[src/rtl/pulse_acc.sv]
module pulse_acc #(
  parameter int CNT_W  = 8,
  parameter int DIV_W  = 6,
  parameter int SYNC_N = 2
) (
  input  logic             clk,
  input  logic             rst_n,
  input  logic             pin_in,
  input  logic             en,
  input  logic             mode_gated,
  input  logic             pol,
  input  logic             cnt_wr,
  input  logic [CNT_W-1:0] cnt_wdata,
  input  logic             ovf_clr,
  input  logic             edg_clr,
  input  logic             ovf_ie,
  input  logic             edg_ie,
  output logic [CNT_W-1:0] cnt_q,
  output logic             ovf_flag,
  output logic             edg_flag,
  output logic             ovf_irq,
  output logic             edg_irq
);
  localparam logic [CNT_W-1:0] CNT_MAX = '1;

  logic [SYNC_N-1:0] sync_q;
  logic              pin_d;
  logic [DIV_W-1:0]  div_q;
  logic              pin_s, rise, fall, act_edge, tick, gate_open, inc, ovf_set, edg_set;

  always_ff @(posedge clk or negedge rst_n)
    if (!rst_n) begin
      sync_q <= '0;
      pin_d  <= 1'b0;
    end else begin
      sync_q <= {sync_q[SYNC_N-2:0], pin_in};
      pin_d  <= pin_s;
    end

  assign pin_s = sync_q[SYNC_N-1];
  assign rise  = pin_s & ~pin_d;
  assign fall  = ~pin_s & pin_d;

  // Selected edge in event mode equals the trailing edge of an active period in gated mode.
  assign act_edge = pol ? rise : fall;

  always_ff @(posedge clk or negedge rst_n)
    if (!rst_n) div_q <= '0;
    else        div_q <= div_q + 1'b1;

  assign tick      = &div_q;
  assign gate_open = pin_s ^ pol;
  assign inc       = en & (mode_gated ? (tick & gate_open) : act_edge);
  assign ovf_set   = inc & ~cnt_wr & (cnt_q == CNT_MAX);
  assign edg_set   = en & act_edge;

  always_ff @(posedge clk or negedge rst_n)
    if (!rst_n)      cnt_q <= '0;
    else if (cnt_wr) cnt_q <= cnt_wdata;
    else if (inc)    cnt_q <= cnt_q + 1'b1;

  always_ff @(posedge clk or negedge rst_n)
    if (!rst_n) begin
      ovf_flag <= 1'b0;
      edg_flag <= 1'b0;
    end else begin
      ovf_flag <= ovf_set | (ovf_flag & ~ovf_clr);
      edg_flag <= edg_set | (edg_flag & ~edg_clr);
    end

  assign ovf_irq = ovf_flag & ovf_ie;
  assign edg_irq = edg_flag & edg_ie;
endmodule

[config.mk]
export PLATFORM = sky130hd
export DESIGN_NAME = pulse_acc
export DESIGN_NICKNAME = d
export VERILOG_FILES = /design/src/rtl/pulse_acc.sv
export SDC_FILE = /design/constraint.sdc
export NUM_CORES = 1
export LEC_CHECK = 0
export ABC_AREA = 0
export CAP_MARGIN = 15
export CORE_MARGIN = 2
export CORE_UTILIZATION = 45
export CTS_BUF_LIST = sky130_fd_sc_hd__clkbuf_2 sky130_fd_sc_hd__clkbuf_4 sky130_fd_sc_hd__clkbuf_8
export CTS_CLUSTER_DIAMETER = 150
export DETAILED_ROUTE_END_ITERATION = 12
export MAX_ROUTING_LAYER = met4
export PLACE_DENSITY_LB_ADDON = 0.2
export SLEW_MARGIN = 30
export SYNTH_ARGS = -nofsm -noshare
export SYNTH_HDL_FRONTEND = slang
export SYNTH_SLANG_ARGS = --single-unit
export TNS_END_PERCENT = 50
[constraint.sdc]
create_clock -name clk -period 3.5 [get_ports clk]
set_clock_uncertainty 0.2 [all_clocks]
set_input_delay 0.7 -clock clk [delete_from_list [all_inputs] [get_ports clk]]
set_output_delay 0.7 -clock clk [all_outputs]
set_load 0.02 [all_outputs]
* After elaboration in Yosys (flattened, before gate mapping)
Cells that the tools add are included.
Word-level totals: logic and storage cells 34, bits in registers 19, output and inout port bits 12, bits of input ports 19
Cells by class: bitwise logic cells 19, reduce and logical (&&, ||, !) cells 2, muxes and demuxes 4, equal/unequal tests 1, add/subtract/negate cells 2
Operator list (number):
- $mux 8 | 2
- $and 1x1->1 | 11
- $add 8x1->8 const B | 1
- $eq 8x8->1 const B | 1
- $add 6x1->6 const B | 1
- $reduce_and 6->1 | 1
- $not 1->1 | 5
- $mux 1 | 2
- $or 1x1->1 | 2
- $reduce_bool 2->1 | 1
- $xor 1x1->1 | 1

* Logic depth before layout (Yosys ltp)
Gate-level depths: netlist (run 1).
word-level depth 8, mapped depth 6, gate-level depth less buffers 5

* Worst setup path before layout (run 1)
Ideal clock, no wire load.
path kind input port to flip-flop, start input port pol, end register cnt_q[6], library setup time 0.069 ns, setup slack 1.338 ns, buffers on the path 0, required time 3.231 ns, data arrival time 1.893 ns, stages on the path 4, cell sequence or3b_4 > a211o_1 > a2111o_1 > nand3_1
On the way: cells in the longest elaborated chain, start to end 5, elaborated cells between the ends (all ways) 6, classes of those cells 2 x mux; 3 x bitwise; 1 x reduce/logical
Ends and longest elaborated chain:
- start: declaration | RTL line 11 | input logic pol,
- $xor 1x1->1 | RTL line 52 | assign gate_open = pin_s ^ pol;
- $and 1x1->1 | RTL line 53 | assign inc = en & (mode_gated ? (tick & gate_open) : act_edge);
- $mux 1 (*) | RTL line 53
- $and 1x1->1 (*) | RTL line 53
- $reduce_bool 2->1 (no line) (*)
- end signal: assignment | RTL line 59 | else if (cnt_wr) cnt_q <= cnt_wdata;
- end signal: assignment | RTL line 60 | else if (inc) cnt_q <= cnt_q + 1'b1;
- end: declaration | RTL line 18 | output logic [CNT_W-1:0] cnt_q,
Mark *: on every way between the ends. The rest lies on a longest branch, timed or not. A chain may end at the register's enable or synchronous reset.

* Final worst setup path (run 1)
start input port ovf_ie, end output port ovf_irq
On the way: cells in the longest elaborated chain, start to end 1
Ends and longest elaborated chain:
- start: declaration | RTL line 16 | input logic ovf_ie,
- $and 1x1->1 | RTL line 71 | assign ovf_irq = ovf_flag & ovf_ie;
- end: declaration | RTL line 21 | output logic ovf_irq,
Every way passes these cells.

==> run metrics, run 1 <==
1st-iter DRT viols 20; aggregate routed wire length about 2.3 mm; most frequently used flop master after synthesis sky130_fd_sc_hd__dfrtp_1; DIE HEIGHT between 50 and 60 µm; post_cts resized 0; maximum frequency from static timing analysis roughly 360 MHz; Hold Violations, Final 0; Slowest cell on crit path sky130_fd_sc_hd__clkdlybuf4s50_1; horizontal die dimension 51.3 µm; clock period minus final worst setup slack 2770 ps; core region area approximately 2200 µm²; number of buffers added to fix hold violations after cts 0; number of buffers inserted by port buffering 30; number of sinks handled by clock tree synthesis 19; CP arrival approximately 1900 ps; unrepaired setup endpoints after global routing no; peak fanout along the critical path 1; number of levels the H-tree was split into 1; TritonCTS clock tree done; element type at the critical path end output pin; element type at the critical path start primary input; adder and majority cell fraction of the synthesized area 0.0248; most frequent cells after synthesis sky130_fd_sc_hd__dfrtp_1 (19), sky130_fd_sc_hd__nand3_1 (18), sky130_fd_sc_hd__nand2_1 (6), sky130_fd_sc_hd__nor2b_1 (6), sky130_fd_sc_hd__o21ai_0 (5); Most Frequent Cell on Critical Path sky130_fd_sc_hd__clkdlybuf4s50_1; ratio of cells with drive above 1 in the final layout 0.0662; cell class contributing the biggest share of worst-path delay buffers and inverters; cell count after placement 160; GRT overflow 0; CTS root buffer sky130_fd_sc_hd__clkbuf_4; share of the synthesized area in compound gates (AO/OA/AOI/OAI) 0.161; number of fill cells in the layout 213; Avg Vias per Cell just under 6; largest family of logic cells by synthesized area simple AND/OR/NAND/NOR gates; Yosys top cell by area sky130_fd_sc_hd__dfrtp_1; outcome finished, final reports clean; Slew @ Worst Pin between 700 and 800 ps; number of buffers inserted by post-CTS setup repair 0; post-synthesis share of cell area spent on and, or, nand and nor gates 0.273; class of the worst hold path in2async; combined global-route utilization of all metal layers 0.207; share of synthesized area spent on multiplexers 0; instance count of the mapped netlist around 110; vias in the first global route around 950; antenna-violating nets left 0; number of CTS-inserted buffers 3; total number of vias 950; fraction of registers with async set or reset after synthesis 1.00; final setup violating endpoints 0; count of cell instances traversed by the critical path 3; Clock Latency Late Sink approximately 300 ps; pins over their slew limit 0; number of antenna violations at the first check in global routing 0; ordered list of cells on the worst path clkdlybuf4s50_1 > and2_1 > clkdlybuf4s50_1; worst reg2reg path startpoint div_q[0]; number of iterations in the first detailed-routing pass 4; number of remaining DRC errors 0; Pwr per Cell Area around 370 nW/µm²; full die area 2640 µm²; buffers from clock root to sink, at most 2; most area-consuming cells after synthesis sky130_fd_sc_hd__dfrtp_1 (47%), sky130_fd_sc_hd__nand3_1 (8.9%), sky130_fd_sc_hd__nor2b_1 (3.7%), sky130_fd_sc_hd__a22oi_1 (3.0%), sky130_fd_sc_hd__xnor2_1 (2.6%); Largest stage delay, worst path approximately 590 ps; Mean Syn Cell Area 9.60 µm²; most common cell in the synthesized netlist sky130_fd_sc_hd__dfrtp_1; final non-filler cell total around 160; final routed wire length divided by cell count 13.9 µm; FF-to-FF path depth 5; I/O pin count 31; category of the most critical setup path in2out; xor and xnor area share after synthesis 0.0434; placed wire-length estimate after detailed placement 1.62 mm; Worst R2R Setup Slack about 1400 ps; sequential area share after synthesis 0.471; placed instance area between 1000 and 1500 µm²; total inserted antenna cells 0; Design Area, Final 1360 µm²; Cell Area, Synth approximately 1000 µm²; maximum number of pins on one net before global-route repair 22; clock slew at the register clock pins of the worst setup and hold paths roughly 110 ps; distinct cell type count of the synthesized netlist 34; highest ir drop seen on vdd approximately 0.23 mV; CP Buf/Inv Count 2; Final #Nets ~160; cell leakage power roughly 0.53 nW; initial core utilization 0.465; required time reported for the critical path endpoint 2600 ps; wire length of the first global-routing pass a little under 4 mm; post-synth top area share 0.471; reg-to-reg critical path endpoint cnt_q[6]; P&R area growth vs syn 34.4%; Post-synth EDFFs 0; post-synth net total roughly 130; Rows 17; Synth warnings 0; max-cap viol count 0; synthesis-stage register bit count 19; final total negative setup slack 0 ps; headroom to the max-slew limit 0.530; period utilization 0.792; post-route core utilization 0.625; Final GP Congestion a little under 0.8
-- worst max-delay path by stage --
| stage | from | endpoint | slack, ps |
|---|---|---|---|
| final | ovf_ie | ovf_irq | 730 |
| after detailed placement | ovf_ie | ovf_irq | 730 |
| after floorplan | pol | cnt_q[6] | 1340 |
| after global placement | edg_ie | edg_irq | 750 |
| after CTS | ovf_ie | ovf_irq | 720 |
| after global routing | ovf_ie | ovf_irq | 700 |
-- stage by stage --
stage | hold slack, ps | setup WS, ps | total power [mW]
3_3_place_gp | 136 | 749 | 0.384
2_1_floorplan | 131 | 1340 | 0.320
6_report | 110 | 730 | 0.496
5_1_grt | 137 | 703 | 0.525
3_5_place_dp | 144 | 728 | 0.387
4_1_cts | 170 | 723 | 0.499
-- per-layer routing --
layer	share of wire	wire length, µm	global-route usage
met1	0.46	1060	0.259
met2	0.46	1040	0.327
met3	0.063	143	0.0409
met4	0.017	40	0.0921
met5	0	0	-
-- power by group --
part	switching, mW	internal (mW)	total [mW]
combinational	0.0601	0.0667	0.127
clock	0.0701	0.0426	0.113
sequential	0.0212	0.235	0.256
total	0.151	0.344	0.496
-- sequential cells by signal, indices dropped and copies added, names as in the netlist --
| name | count |
|---|---|
| edg_flag | 1 |
| ovf_flag | 1 |
| pin_d | 1 |
| div_q | 6 |
| sync_q | 2 |
| cnt_q | 8 |
-- worst register-to-register path: stages (launching register included) --
cell	delay, ps
sky130_fd_sc_hd__dfrtp_1	420
sky130_fd_sc_hd__ha_1	230
sky130_fd_sc_hd__nand4_1	150
sky130_fd_sc_hd__or4_4	580
sky130_fd_sc_hd__a2111o_1	380
sky130_fd_sc_hd__nand3_1	80
-- placed cells by master (no fill, tap or decap) --
cell type / instances
sky130_fd_sc_hd__a211oi_1: 1
sky130_fd_sc_hd__nand4_1: 3
sky130_fd_sc_hd__or3b_4: 1
sky130_fd_sc_hd__o21ai_0: 5
sky130_fd_sc_hd__a22o_1: 1
sky130_fd_sc_hd__xor2_1: 2
sky130_fd_sc_hd__nor2_1: 2
sky130_fd_sc_hd__a31o_2: 1
sky130_fd_sc_hd__nor2b_1: 6
sky130_fd_sc_hd__a21boi_0: 1
sky130_fd_sc_hd__nand2_1: 6
sky130_fd_sc_hd__clkdlybuf4s50_1: 29
sky130_fd_sc_hd__clkbuf_4: 3
sky130_fd_sc_hd__a211o_1: 1
sky130_fd_sc_hd__buf_2: 1
sky130_fd_sc_hd__nand3b_1: 1
sky130_fd_sc_hd__a21oi_1: 3
sky130_fd_sc_hd__nor3b_1: 2
sky130_fd_sc_hd__o31ai_1: 1
sky130_fd_sc_hd__dfrtp_1: 19
sky130_fd_sc_hd__or3_1: 1
sky130_fd_sc_hd__and2_1: 2
sky130_fd_sc_hd__a22oi_1: 4
sky130_fd_sc_hd__or4_4: 1
sky130_fd_sc_hd__a31oi_1: 1
sky130_fd_sc_hd__nor3_1: 4
sky130_fd_sc_hd__a211o_2: 1
sky130_fd_sc_hd__xnor2_1: 3
sky130_fd_sc_hd__a2111o_1: 2
sky130_fd_sc_hd__clkinv_2: 1
sky130_fd_sc_hd__o21ai_1: 1
sky130_fd_sc_hd__inv_1: 4
sky130_fd_sc_hd__nand3_1: 18
sky130_fd_sc_hd__nand4b_1: 1
sky130_fd_sc_hd__nor4_1: 1
sky130_fd_sc_hd__ha_1: 2
-- area by class of cell --
cell class                 count  area, µm²  area share
tap                           28       35.0      0.0259
clock buffer                   3       22.5      0.0166
inverter                       4       15.0      0.0111
sequential                    19        475       0.351
timing repair buffer          30        295       0.218
clock inverter                 1       5.00     0.00369
multi-input combinational     79        507       0.374
-- cells by family after synthesis --
family          after synthesis
fa+ha+maj                     2
flops                        19
buf+inv                       7
xor+xnor                      5
compound gates               23
simple gates                 49
Power figures use the tool's default switching activity.
==> inputs of run 2 (changes only) <==
CORE_UTILIZATION = 43   (was 45)
clock period = 2.3 ns   (was 3.5 ns; I/O delays follow)
==> run 2 against run 1 <==
  * Hold slack improved by 53 ps
  * Design area is 8.7% higher
  * Sequential power rose by 52%
  * Sequential share of layout area down 2.8 points
  * Critical path depth rose by 2
  * Non-clock buffer count grew 14
  * Via count grew 4.1%
  * Clock power rose by 55%
  * First-iteration DRC count increased by 15%
  * Combinational power grew 62%
  * Die area rose by 4.3%
  * Final cell count up 8.5%
  * Critical path type is now in2reg
==> run metrics, run 2 (synthesis gave the netlist of run 1 again) <==
outcome finished, final reports clean (unchanged); category of the most critical setup path in2reg (was in2out); clock period minus final worst setup slack 2110 ps; period utilization 0.918; vias in the first global route 974 (was 945); Hold Violations, Final 0 (unchanged); DIE HEIGHT 52.4 µm (was 51.3 µm); cell class contributing the biggest share of worst-path delay compound AO/OA/AOI/OAI gates (was buffers and inverters); element type at the critical path start primary input (unchanged); required time reported for the critical path endpoint 2340 ps (was 2600 ps); CP Buf/Inv Count 1 (was 2); Slew @ Worst Pin 226 ps (was 702 ps); Avg Vias per Cell 5.56 (was 5.79); horizontal die dimension 52.4 µm (was 51.3 µm); Rows 17 (unchanged); top library cells by usage in the layout, fill and taps aside sky130_fd_sc_hd__clkdlybuf4s50_1 (28), sky130_fd_sc_hd__dfrtp_1 (19), sky130_fd_sc_hd__nand3_1 (18), sky130_fd_sc_hd__buf_4 (14) (was sky130_fd_sc_hd__clkdlybuf4s50_1 (29), sky130_fd_sc_hd__dfrtp_1 (19), sky130_fd_sc_hd__nand3_1 (18), sky130_fd_sc_hd__nand2_1 (6), sky130_fd_sc_hd__nor2b_1 (6)); total design power 0.770 mW (was 0.496 mW); GR met3 Demand/Resource 0.0314 (was 0.0409); Design Area, Final 1470 µm² (was 1360 µm²); Final #Nets 172 (was 158); ratio of cells with drive above 1 in the final layout 0.147 (was 0.0662); total number of vias 989 (was 950); register with the most flip-flops cnt_q (unchanged); aggregate routed wire length 2.33 mm (was 2.29 mm); number of buffers inserted by post-CTS setup repair 0 (unchanged); TritonCTS clock tree done (unchanged); endpoint with the worst hold slack sync_q[1]; most congested layer reported by global routing met2 (unchanged); worst path setup slack after routing 188 ps (was 730 ps); placed instance area 1440 µm² (was 1330 µm²); clock slew at the register clock pins of the worst setup and hold paths 120 ps (was 110 ps); core region area 2210 µm² (was 2170 µm²); pins over their slew limit 0 (unchanged); total inserted antenna cells 0 (unchanged); 1st-iter DRT viols 23 (was 20); number of sinks handled by clock tree synthesis 19 (unchanged); most common cell after layout, fill and taps aside sky130_fd_sc_hd__clkdlybuf4s50_1 (unchanged); worst reg2reg path startpoint div_q[0] (unchanged); Worst R2R Setup Slack 230 ps (was 1420 ps); number of remaining DRC errors 0 (unchanged); number of antenna violations at the first check in global routing 0 (unchanged); unrepaired setup endpoints after global routing no (unchanged); element type at the critical path end register (was output pin); ordered list of cells on the worst path clkdlybuf4s50_1 > or3b_4 > a211o_1 > a2111o_1 > nand3_1 (was clkdlybuf4s50_1 > and2_1 > clkdlybuf4s50_1); maximum frequency from static timing analysis between 400 and 500 MHz; wire length of the first global-routing pass 4.00 mm (was 3.96 mm); maximum number of pins on one net before global-route repair 20 (was 22); P&R area growth vs syn 46.0% (was 34.4%); Final GP Congestion 0.763 (was 0.770); number of CTS-inserted buffers 3 (unchanged); Largest stage delay, worst path 420 ps (was 590 ps); Pwr per Cell Area 523 nW/µm² (was 366 nW/µm²); number of buffers inserted by port buffering 30 (unchanged); number of levels the H-tree was split into 1 (unchanged); Global Route met1 Usage 0.248 (was 0.259); FF-to-FF path depth 5 (unchanged); cell leakage power 0.632 nW (was 0.535 nW); hold wc startpoint sync_q[0]; combined global-route utilization of all metal layers 0.203 (was 0.207); CP arrival 2150 ps (was 1870 ps); GRT overflow 0 (unchanged); highest ir drop seen on vdd 0.459 mV (was 0.226 mV); cell count after placement 174 (was 160); class of the worst hold path reg2reg (was in2async); count of cells along the worst hold path 0; max-cap viol count 0 (unchanged); I/O pin count 31 (unchanged); Slowest cell on crit path sky130_fd_sc_hd__clkdlybuf4s50_1 (unchanged); number of buffers added to fix hold violations after cts 0 (unchanged); headroom to the max-slew limit 0.848 (was 0.530); placed wire-length estimate after detailed placement 1.78 mm (was 1.62 mm); final non-filler cell total 178 (was 164); full die area 2750 µm² (was 2640 µm²); Clock Latency Late Sink 300 ps (about the same); max FFs per register 8 (unchanged); buffers from clock root to sink, at most 2 (unchanged); post-place setup slack -123 ps (was 728 ps); number of iterations in the first detailed-routing pass 4 (unchanged); peak fanout along the critical path 4 (was 1); antenna-violating nets left 0 (unchanged); met2 track demand over resource 0.331 (was 0.327); final routed wire length divided by cell count 13.1 µm (was 13.9 µm); initial core utilization 0.456 (was 0.465); top flop regs cnt_q x8, div_q x6, sync_q x2 (unchanged); final setup violating endpoints 0 (unchanged); CTS root buffer sky130_fd_sc_hd__clkbuf_4 (unchanged); reg-to-reg critical path endpoint cnt_q[6] (unchanged)
[run 2: worst max-delay path by stage]
stage / depth (start not counted) / startpoint / end
floorplan: 5 / div_q[0] / cnt_q[6]
global placement: 5 / pol / cnt_q[6]
detailed placement: 5 / pol / cnt_q[6]
CTS: 3 / edg_ie / edg_irq
global route: 5 / div_q[0] / cnt_q[6]
finish: 5 / pol / cnt_q[6]
[run 2: timing repair]
action | CTS | global route
setup endpoints to repair | 0 | 2
resized for setup | 0 | 2
hold endpoints to repair | 0 | 0
[run 2: final cells by class]
class / instances / area [µm²]
multi-input cells: 79 / 507
clock inverters: 1 / 7.51
flip-flops and latches: 19 / 475
clock buffers: 3 / 22.5
well taps: 28 / 35.0
inverters: 4 / 15.0
repair buffers: 44 / 410
fillers: 211 / 739
[run 2: layer usage]
metal	wire, µm	part of all wire
met5	0	0
met4	31	0.013
met3	135	0.058
met2	1110	0.47
met1	1060	0.45
[run 2: worst register-to-register path, stage by stage, from the launching register on]
cell,delay [ps]
sky130_fd_sc_hd__dfrtp_1,410
sky130_fd_sc_hd__ha_1,240
sky130_fd_sc_hd__nand4_1,150
sky130_fd_sc_hd__or4_4,550
sky130_fd_sc_hd__a2111o_1,380
sky130_fd_sc_hd__nand3_1,90
[run 2: metrics by stage]
step	TNS (ps)	util	hold slack, ps
floorplan	0	-	-35.6
global placement	-205	0.650	133
detailed placement	-282	0.650	137
CTS	0	0.663	166
global route	0	0.666	169
finish	0	0.666	163
[run 2: where the power goes]
group / switching, mW / leakage, nW / internal [mW]
Clock: 0.108 / 0.0139 / 0.0662
Sequential: 0.0320 / 0.220 / 0.357
Combinational: 0.0942 / 0.397 / 0.112
==> inputs of run 3 (changes only) <==
CAP_MARGIN = not set   (was 15)
==> results of run 3 <==
Final layout, timing and power as in run 2 (identical DEF).
